<file path="src/rtl/fbuf_pkg.sv">
package fbuf_pkg;
    localparam int ADDR_W    = 22;
    localparam int BYTE_W    = 8;
    localparam int IDX_W     = 3;
    localparam int OFS_W     = 10;
    localparam int PNL_W     = ADDR_W - OFS_W - IDX_W;
    localparam int ROW_BYTES = 1 << IDX_W;
    localparam int ROW_W     = ROW_BYTES * BYTE_W;

    typedef logic [IDX_W-1:0] idx_t;
    typedef logic [OFS_W-1:0] ofs_t;
    typedef logic [PNL_W-1:0] pnl_t;

    // pointer layout: panel high, row offset middle, byte index low
    typedef struct packed {
        pnl_t panel;
        ofs_t ofs;
        idx_t idx;
    } ptr_t;

    function automatic logic [BYTE_W-1:0] erased_byte();
        return {BYTE_W{1'b1}};
    endfunction
endpackage

</file>
<file path="src/rtl/panel_buffer.sv">
module panel_buffer
    import fbuf_pkg::*;
(
    input  logic              clk,
    input  logic              rst,
    input  logic              wr_en,
    input  idx_t              wr_idx,
    input  logic [BYTE_W-1:0] wr_byte,
    input  logic              clear,
    output logic [ROW_W-1:0]  row
);
    logic [ROW_BYTES-1:0] vld;
    logic [BYTE_W-1:0]    mem [ROW_BYTES];

    always_ff @(posedge clk) begin
        if (rst || clear) vld <= '0;
        else if (wr_en)   vld[wr_idx] <= 1'b1;
    end

    always_ff @(posedge clk) begin
        if (wr_en) mem[wr_idx] <= wr_byte;
    end

    always_comb begin
        for (int i = 0; i < ROW_BYTES; i++)
            row[i*BYTE_W +: BYTE_W] = vld[i] ? mem[i] : erased_byte();
    end


    cleared_row_chk: assert property (@(posedge clk) disable iff (rst)
        (clear && !wr_en) |=> (row == {ROW_W{1'b1}}));
endmodule

</file>
<file path="src/rtl/offset_tracker.sv">
module offset_tracker
    import fbuf_pkg::*;
(
    input  logic clk,
    input  logic rst,
    input  logic ld,
    input  ofs_t ld_ofs,
    input  logic clear,
    input  ofs_t cmp_ofs,
    output logic mismatch
);
    logic armed;
    ofs_t held;

    always_ff @(posedge clk) begin
        if (rst || clear) begin
            armed <= 1'b0;
            held  <= '0;
        end else if (ld && !armed) begin
            armed <= 1'b1;
            held  <= ld_ofs;
        end
    end

    assign mismatch = armed && (cmp_ofs != held);


    held_stable_chk: assert property (@(posedge clk) disable iff (rst)
        ($past(armed) && armed) |-> $stable(held));
endmodule

</file>
<file path="src/rtl/flash_row_stager.sv">
module flash_row_stager
    import fbuf_pkg::*;
#(
    parameter int NUM_PANELS = 2
) (
    input  logic                        clk,
    input  logic                        rst,
    input  logic [ADDR_W-1:0]           ptr_addr,
    input  logic                        ld_strobe,
    input  logic [BYTE_W-1:0]           ld_byte,
    input  logic                        multi_en,
    input  logic                        commit,
    output logic                        pr_valid,
    output logic [OFS_W-1:0]            pr_offset,
    output logic [NUM_PANELS-1:0]       pr_en,
    output logic [NUM_PANELS*ROW_W-1:0] pr_data,
    output logic                        offset_err
);
    localparam int DATA_W = NUM_PANELS * ROW_W;

    ptr_t                  cur;
    logic                  in_range;
    logic                  ld_acc;
    logic                  mism;
    logic [NUM_PANELS-1:0] sel_en;
    logic [DATA_W-1:0]     rows;

    assign cur      = ptr_t'(ptr_addr);
    assign in_range = (32'(cur.panel) < NUM_PANELS);
    assign ld_acc   = ld_strobe && !commit && in_range;

    for (genvar p = 0; p < NUM_PANELS; p++) begin : g_panel
        panel_buffer u_buf (
            .clk     (clk),
            .rst     (rst),
            .wr_en   (ld_acc && (cur.panel == PNL_W'(p))),
            .wr_idx  (cur.idx),
            .wr_byte (ld_byte),
            .clear   (commit),
            .row     (rows[p*ROW_W +: ROW_W])
        );
    end

    offset_tracker u_ofs (
        .clk      (clk),
        .rst      (rst),
        .ld       (ld_acc),
        .ld_ofs   (cur.ofs),
        .clear    (commit),
        .cmp_ofs  (cur.ofs),
        .mismatch (mism)
    );

    always_comb begin
        for (int p = 0; p < NUM_PANELS; p++)
            sel_en[p] = multi_en || (cur.panel == PNL_W'(p));
    end

    always_ff @(posedge clk) begin
        if (rst) begin
            pr_valid   <= 1'b0;
            offset_err <= 1'b0;
            pr_offset  <= '0;
            pr_en      <= '0;
            pr_data    <= '1;
        end else begin
            pr_valid   <= commit && !mism && (|sel_en);
            offset_err <= commit && mism;
            if (commit) begin
                pr_offset <= cur.ofs;
                pr_en     <= sel_en;
                pr_data   <= rows;
            end
        end
    end


    no_dual_outcome_chk: assert property (@(posedge clk) disable iff (rst)
        !(pr_valid && offset_err));


    multi_all_en_chk: assert property (@(posedge clk) disable iff (rst)
        (pr_valid && $past(multi_en)) |-> (&pr_en));


    single_onehot_chk: assert property (@(posedge clk) disable iff (rst)
        (pr_valid && !$past(multi_en)) |-> ($countones(pr_en) == 1));


    offset_follow_chk: assert property (@(posedge clk) disable iff (rst)
        pr_valid |-> (pr_offset == $past(cur.ofs)));


    pulse_after_commit_chk: assert property (@(posedge clk) disable iff (rst)
        (pr_valid || offset_err) |-> $past(commit));
endmodule

</file>
<file path="config.mk">
export PLATFORM = sky130hd
export DESIGN_NAME = flash_row_stager
export DESIGN_NICKNAME = d
export VERILOG_FILES = /design/src/rtl/fbuf_pkg.sv /design/src/rtl/panel_buffer.sv /design/src/rtl/offset_tracker.sv /design/src/rtl/flash_row_stager.sv
export SDC_FILE = /design/constraint.sdc
export NUM_CORES = 1
export LEC_CHECK = 0
export ABC_AREA = 1
export CORE_MARGIN = 5
export CORE_UTILIZATION = 47
export CTS_CLUSTER_SIZE = 25
export DETAILED_ROUTE_END_ITERATION = 12
export PLACE_DENSITY = 0.85
export SLEW_MARGIN = 20
export SYNTH_ARGS = -nofsm -noshare
export SYNTH_HDL_FRONTEND = slang
export SYNTH_SLANG_ARGS = --single-unit
</file>
<file path="constraint.sdc">
create_clock -name clk -period 1.5 [get_ports clk]
set_input_delay 0.3 -clock clk [delete_from_list [all_inputs] [get_ports clk]]
set_output_delay 0.3 -clock clk [all_outputs]
set_load 0.01 [all_outputs]
</file>
* Word level (Yosys, flattened, before mapping) *
Memory sizes are Yosys's and may differ from the RTL's.
Cells that the tools add are included.

word-level totals
  flip-flop bits (word level) = 169
  word-level logic and storage cells = 58
  memory bits (writable) = 128
  memories kept = 2
  input bits = 35

memory list
  memory                depth  bits a word  rd ports  clocked after memory_dff  wr ports  line                RTL
  g_panel[0].u_buf.mem  8      8            8         0                         1         panel_buffer.sv:13  logic [BYTE_W-1:0] mem [ROW_BYTES];
  g_panel[1].u_buf.mem  8      8            8         0                         1         panel_buffer.sv:13

cells by class
  reductions and logical operators = 18
  bitwise operators = 2
  eq/ne operators = 2
  muxes and demuxes = 22
  $lt $le $gt $ge = 3

operator list
  cell                count
  $mux 8              16
  $or 8x8->8          2
  $logic_and 1x1->1   10
  $ne 10x10->1        1
  $eq 9x1->1 const B  1
  $logic_not 9->1     1
  $lt 9x2->1 const B  1
  $mux 1              5
  $lt 3x4->1 const B  1
  $demux 1 s3         1
  $ge 3x1->1 const B  1
  $logic_not 1->1     3
  $logic_or 1x1->1    3
  $reduce_or 2->1     1

* Longest topological paths before layout *
  word-level depth = 6
  depth in mapped cells = 9
  depth with buffers taken out = 9

* Modules after synthesis *
A second synthesis with hierarchy kept.

second synthesis, totals
  cells, all modules = 1105
  area, all modules = 11049.3 µm²

by module, submodules not included
  module            cells each  area each (µm²)  sequential area each (µm²)  times used
  panel_buffer      189         2715.1           2082.0                      2
  flash_row_stager  638         5002.3           2842.7                      1
  offset_tracker    89          616.8            220.2                       1

* Worst setup path before layout *
OpenSTA, ideal clock, no wires.

  path type = input to register
  start = in ptr_addr[20]
  end = mem g_panel[1].u_buf.mem[1][0], enable pin
  setup time = 0.324 ns
  stages on the path = 7
  data required time = 1.176 ns
  arrival = 1.153 ns
  slack = 0.023 ns
  cell sequence = nor2_1 -> nand3_1 -> nor2_1 -> buf_4 -> buf_6 -> nand4_1 -> inv_1

between the ends
  word-level cells in the longest chain between the ends = 5

ends and longest elaborated chain
  element                           line                    RTL
  start, declared                   flash_row_stager.sv:8   input logic [ADDR_W-1:0] ptr_addr,
  $lt 9x2->1                        flash_row_stager.sv:29  assign in_range = (32'(cur.panel) < NUM_PANELS);
  $logic_and 1x1->1                 flash_row_stager.sv:30  assign ld_acc = ld_strobe && !commit && in_range;
  $logic_and 1x1->1 (*)             flash_row_stager.sv:36  .wr_en (ld_acc && (cur.panel == PNL_W'(p))),
  $mux 1 (*)                        panel_buffer.sv:21      if (wr_en) mem[wr_idx] <= wr_byte;
  $mux 1 (not written as such) (*)  panel_buffer.sv:21
  end, declared                     panel_buffer.sv:13

Every way passes the cells marked *; elsewhere a longest branch is shown, timed or not.

* Worst setup path after layout *
  start = in ptr_addr[16]
  end = mem g_panel[1].u_buf.mem[1][7], enable pin

The elaborated chain is that of the path after synthesis.

==> impl_metrics.py <==
metrics = {
    "status": {
        "status": "complete, no violations",
    },
    "grt": {
        "grt_util_all_layers": 0.188,
        "grt_pass1_vias": 6494,
        "grt_max_degree": 56,
        "grt_first_pass_wirelength_um": 35900,
        "grt_antenna_before_repair": 3,
        "grt_overflow": 0,
    },
    "setup_path": {
        "end_kind": "flop",
        "crit_type": "primary input to flop",
        "r2r-end": "pr_data[63]",
        "rr_worst_depth": 2,
        "cp-start-kind": "primary input",
        "cp_max_fo": 8,
        "rrSetupSlack_ps": 390,
        "worst_ep_required_time_ps": 1700,
        "reg2reg_from": "g_panel[0].u_buf.vld[7]",
        "cp.arrival_ps": 1670,
    },
    "clocking": {
        "cts_buffer_depth": 3,
        "clkLatencyLatePin_ps": 530,
        "hold_buffers": 0,
        "htreeDepth": 1,
        "cts_root_buffer": "clkbuf_16",
        "cts_tree": "yes",
        "path_clk_slew_ps": 60,
        "cts_buffers": 29,
        "cts.sinks": 297,
    },
    "floorplanning": {
        "rows": 52,
        "die_y_um": 154,
        "die_area_sq_mm": 0.0238,
        "boundaryPins": 177,
        "initial_core_util": 0.480,
        "core_area_sq_mm": 0.0204,
        "dieWidth_um": 154,
    },
    "routing": {
        "ant_nets": 0,
        "dr.pass1.iters": 6,
        "wl_per_cell_um": 19.7,
        "num_vias": 6557,
        "drc": 0,
        "drt_iter0_drc": 391,
        "vias_per_cell": 5.47,
        "wl_um": 23600,
    },
    "place": {
        "dp_cells": 1142,
        "portBuffers": 176,
        "dp_hpwl_um": 15300,
        "gp_congestion": 0.800,
        "pre_cts_ws_ps": -735,
    },
    "cells_and_area": {
        "drive_gt1_frac": 0.143,
        "fin_cells": 1199,
        "layout.nets": 941,
        "finalCoreUtilization": 0.643,
        "syn_to_final_growth_pct": 34.0,
    },
    "sta": {
        "slew_violations": 0,
        "setup_violations": 0,
        "fin_crit_ps": 1470,
        "period_share": 0.981,
        "worst_pin_slew_ps": 364,
        "setup_ws_ps": 28.6,
        "hold_slack_ps": 262,
        "final_hold_viol_count": 0,
        "clock-skew-final_ps": 7.34,
        "slew_headroom": 0.757,
        "timing.fmax_mhz": 680,
    },
    "synthesis": {
        "synth_cell_type_count": 23,
        "syn-instance-count": 694,
        "synth_top_cell_by_area": "edfxtp_1",
        "synthXorXnorAreaFrac": 0.00179,
        "yosysMostFrequentCell": "dfxtp_1",
        "yosys_warnings": 0,
        "synth_top_flop_cell": "dfxtp_1",
        "netlist_top_cells_count": "dfxtp_1, edfxtp_1, o32a_1, nand2_1, inv_1",
        "synth_top_cells_by_area": "edfxtp_1, dfxtp_1, o32a_1",
        "synth_area_sq_mm": 0.00978,
        "netlist.area_leader.share": 0.393,
        "synth_nets": 729,
        "async_flop_share": 0,
        "synth_mux_area_frac": 0,
        "syn_area_per_cell_sq_um": 14.1,
        "synth_top_family_by_area": "compound AO/OA/AOI/OAI gates",
        "synth_fa_ha_area_frac": 0,
        "ys_seq_area_frac": 0.739,
        "synth_seq_cells": 297,
        "synth_compound_area_frac": 0.148,
        "yosys.area_share.simple": 0.0557,
        "synth_edf_count": 128,
    },
    "min_path": {
        "hold_path_class": "primary input to flop",
        "min_path_cells": 6,
        "worstHoldStart": "ptr_addr[14]",
        "holdPathEnd": "pr_valid",
    },
    "power_and_ir_drop": {
        "pwr_density_cell_mw_per_mm2": 1290,
        "ir_worst_vdd_mv": 0.877,
        "p_total_mw": 16.9,
        "p_leak_nw": 4.68,
    },
    "run": {
        "maxCapViolCount": 0,
    },
}
## cells in the final DEF, fill, tap and decap left out, drive strengths merged
master         instances
a21oi                 21
a22o                   1
buf                   43
bufinv                 5
clkbuf                46
clkdlybuf4s15         32
clkdlybuf4s50         27
clkinv                23
clkinvlp               1
dfxtp                169
diode                  1
dlygate4sd2          105
dlymetal6s2s           7
edfxtp               128
inv                   53
nand2                 62
nand3                  7
nand4                 17
nor2                  32
nor3                   8
o21ai                 10
o22ai                  1
o32a                 128
xnor2                  1
xor2                   1
## layer usage
| layer | wire length [um] | up-vias | track usage |
|---|---|---|---|
| met3 | 1900 | 34 | 0.0486 |
| met2 | 11500 | 248 | 0.322 |
| li1 | - | 3059 | - |
| met5 | 28 | - | 0 |
| met1 | 9790 | 3212 | 0.243 |
| met4 | 343 | 4 | 0.0387 |
## power breakdown
part           internal [mW]  leakage (nW)  switching, mW
clock                   4.88         0.524           2.93
combinational          0.229          1.63          0.368
sequential              8.44          2.52        0.00939
total                   13.6          4.68           3.30
## logic make-up after synthesis
| group | Yosys count |
|---|---|
| xor+xnor | 2 |
| simple gates | 126 |
| flops | 297 |
| buf+inv | 108 |
| compound gates | 161 |
## critical path, stage by stage
cell and delay [ps]:
clkdlybuf4s50_1 420, inv_2 70, nand3_2 90, nor2_4 220, buf_8 170, nand4_1 110
inv_1 270
## repair_timing
item | CTS | global route
setup endpoints to repair | 246 | 174
buffers inserted | 0 | 1
gates cloned | 0 | 2
pin swaps | 0 | 6
gates resized for setup | 155 | 75
## per-stage QoR
stage	TNS, ps	area, sq um
2_1_floorplan	0	9780
3_3_place_gp	-125380	12000
3_5_place_dp	-126650	12000
4_1_cts	-7500	12900
5_1_grt	-380	13100
6_report	0	13100
## area by class of cell
cell class                 instances  area, sq um
sequential                       297         7230
fill                            1520         7270
tap                              270          338
clock inverter                    13          191
multi-input combinational        289         2100
clock buffer                      40          868
inverter                          69          264
antenna                            1         2.50
timing repair buffer             220         2110
## sequential cells by signal, summed over array words and instances, names as in the netlist
name,count
pr_offset,10
offset_err,1
u_ofs.armed,1
g_panel.u_buf.vld,16
u_ofs.held,10
g_panel.u_buf.mem,128
pr_data,128
pr_en,2
pr_valid,1
## how the worst max path moves through the flow
| stage | from | slack (ps) | endpoint |
|---|---|---|---|
| floorplan | ptr_addr[20] | 20 | g_panel[1].u_buf.mem[1][0] |
| global placement | ptr_addr[0] | -740 | g_panel[0].u_buf.mem[5][2] |
| detailed placement | ptr_addr[2] | -730 | g_panel[0].u_buf.mem[5][3] |
| CTS | ptr_addr[2] | -190 | g_panel[0].u_buf.mem[5][3] |
| global route | ptr_addr[16] | -30 | g_panel[0].u_buf.mem[5][3] |
| finish | ptr_addr[16] | 30 | g_panel[1].u_buf.mem[1][7] |
No activity file was read; power rests on OpenSTA's default activity.
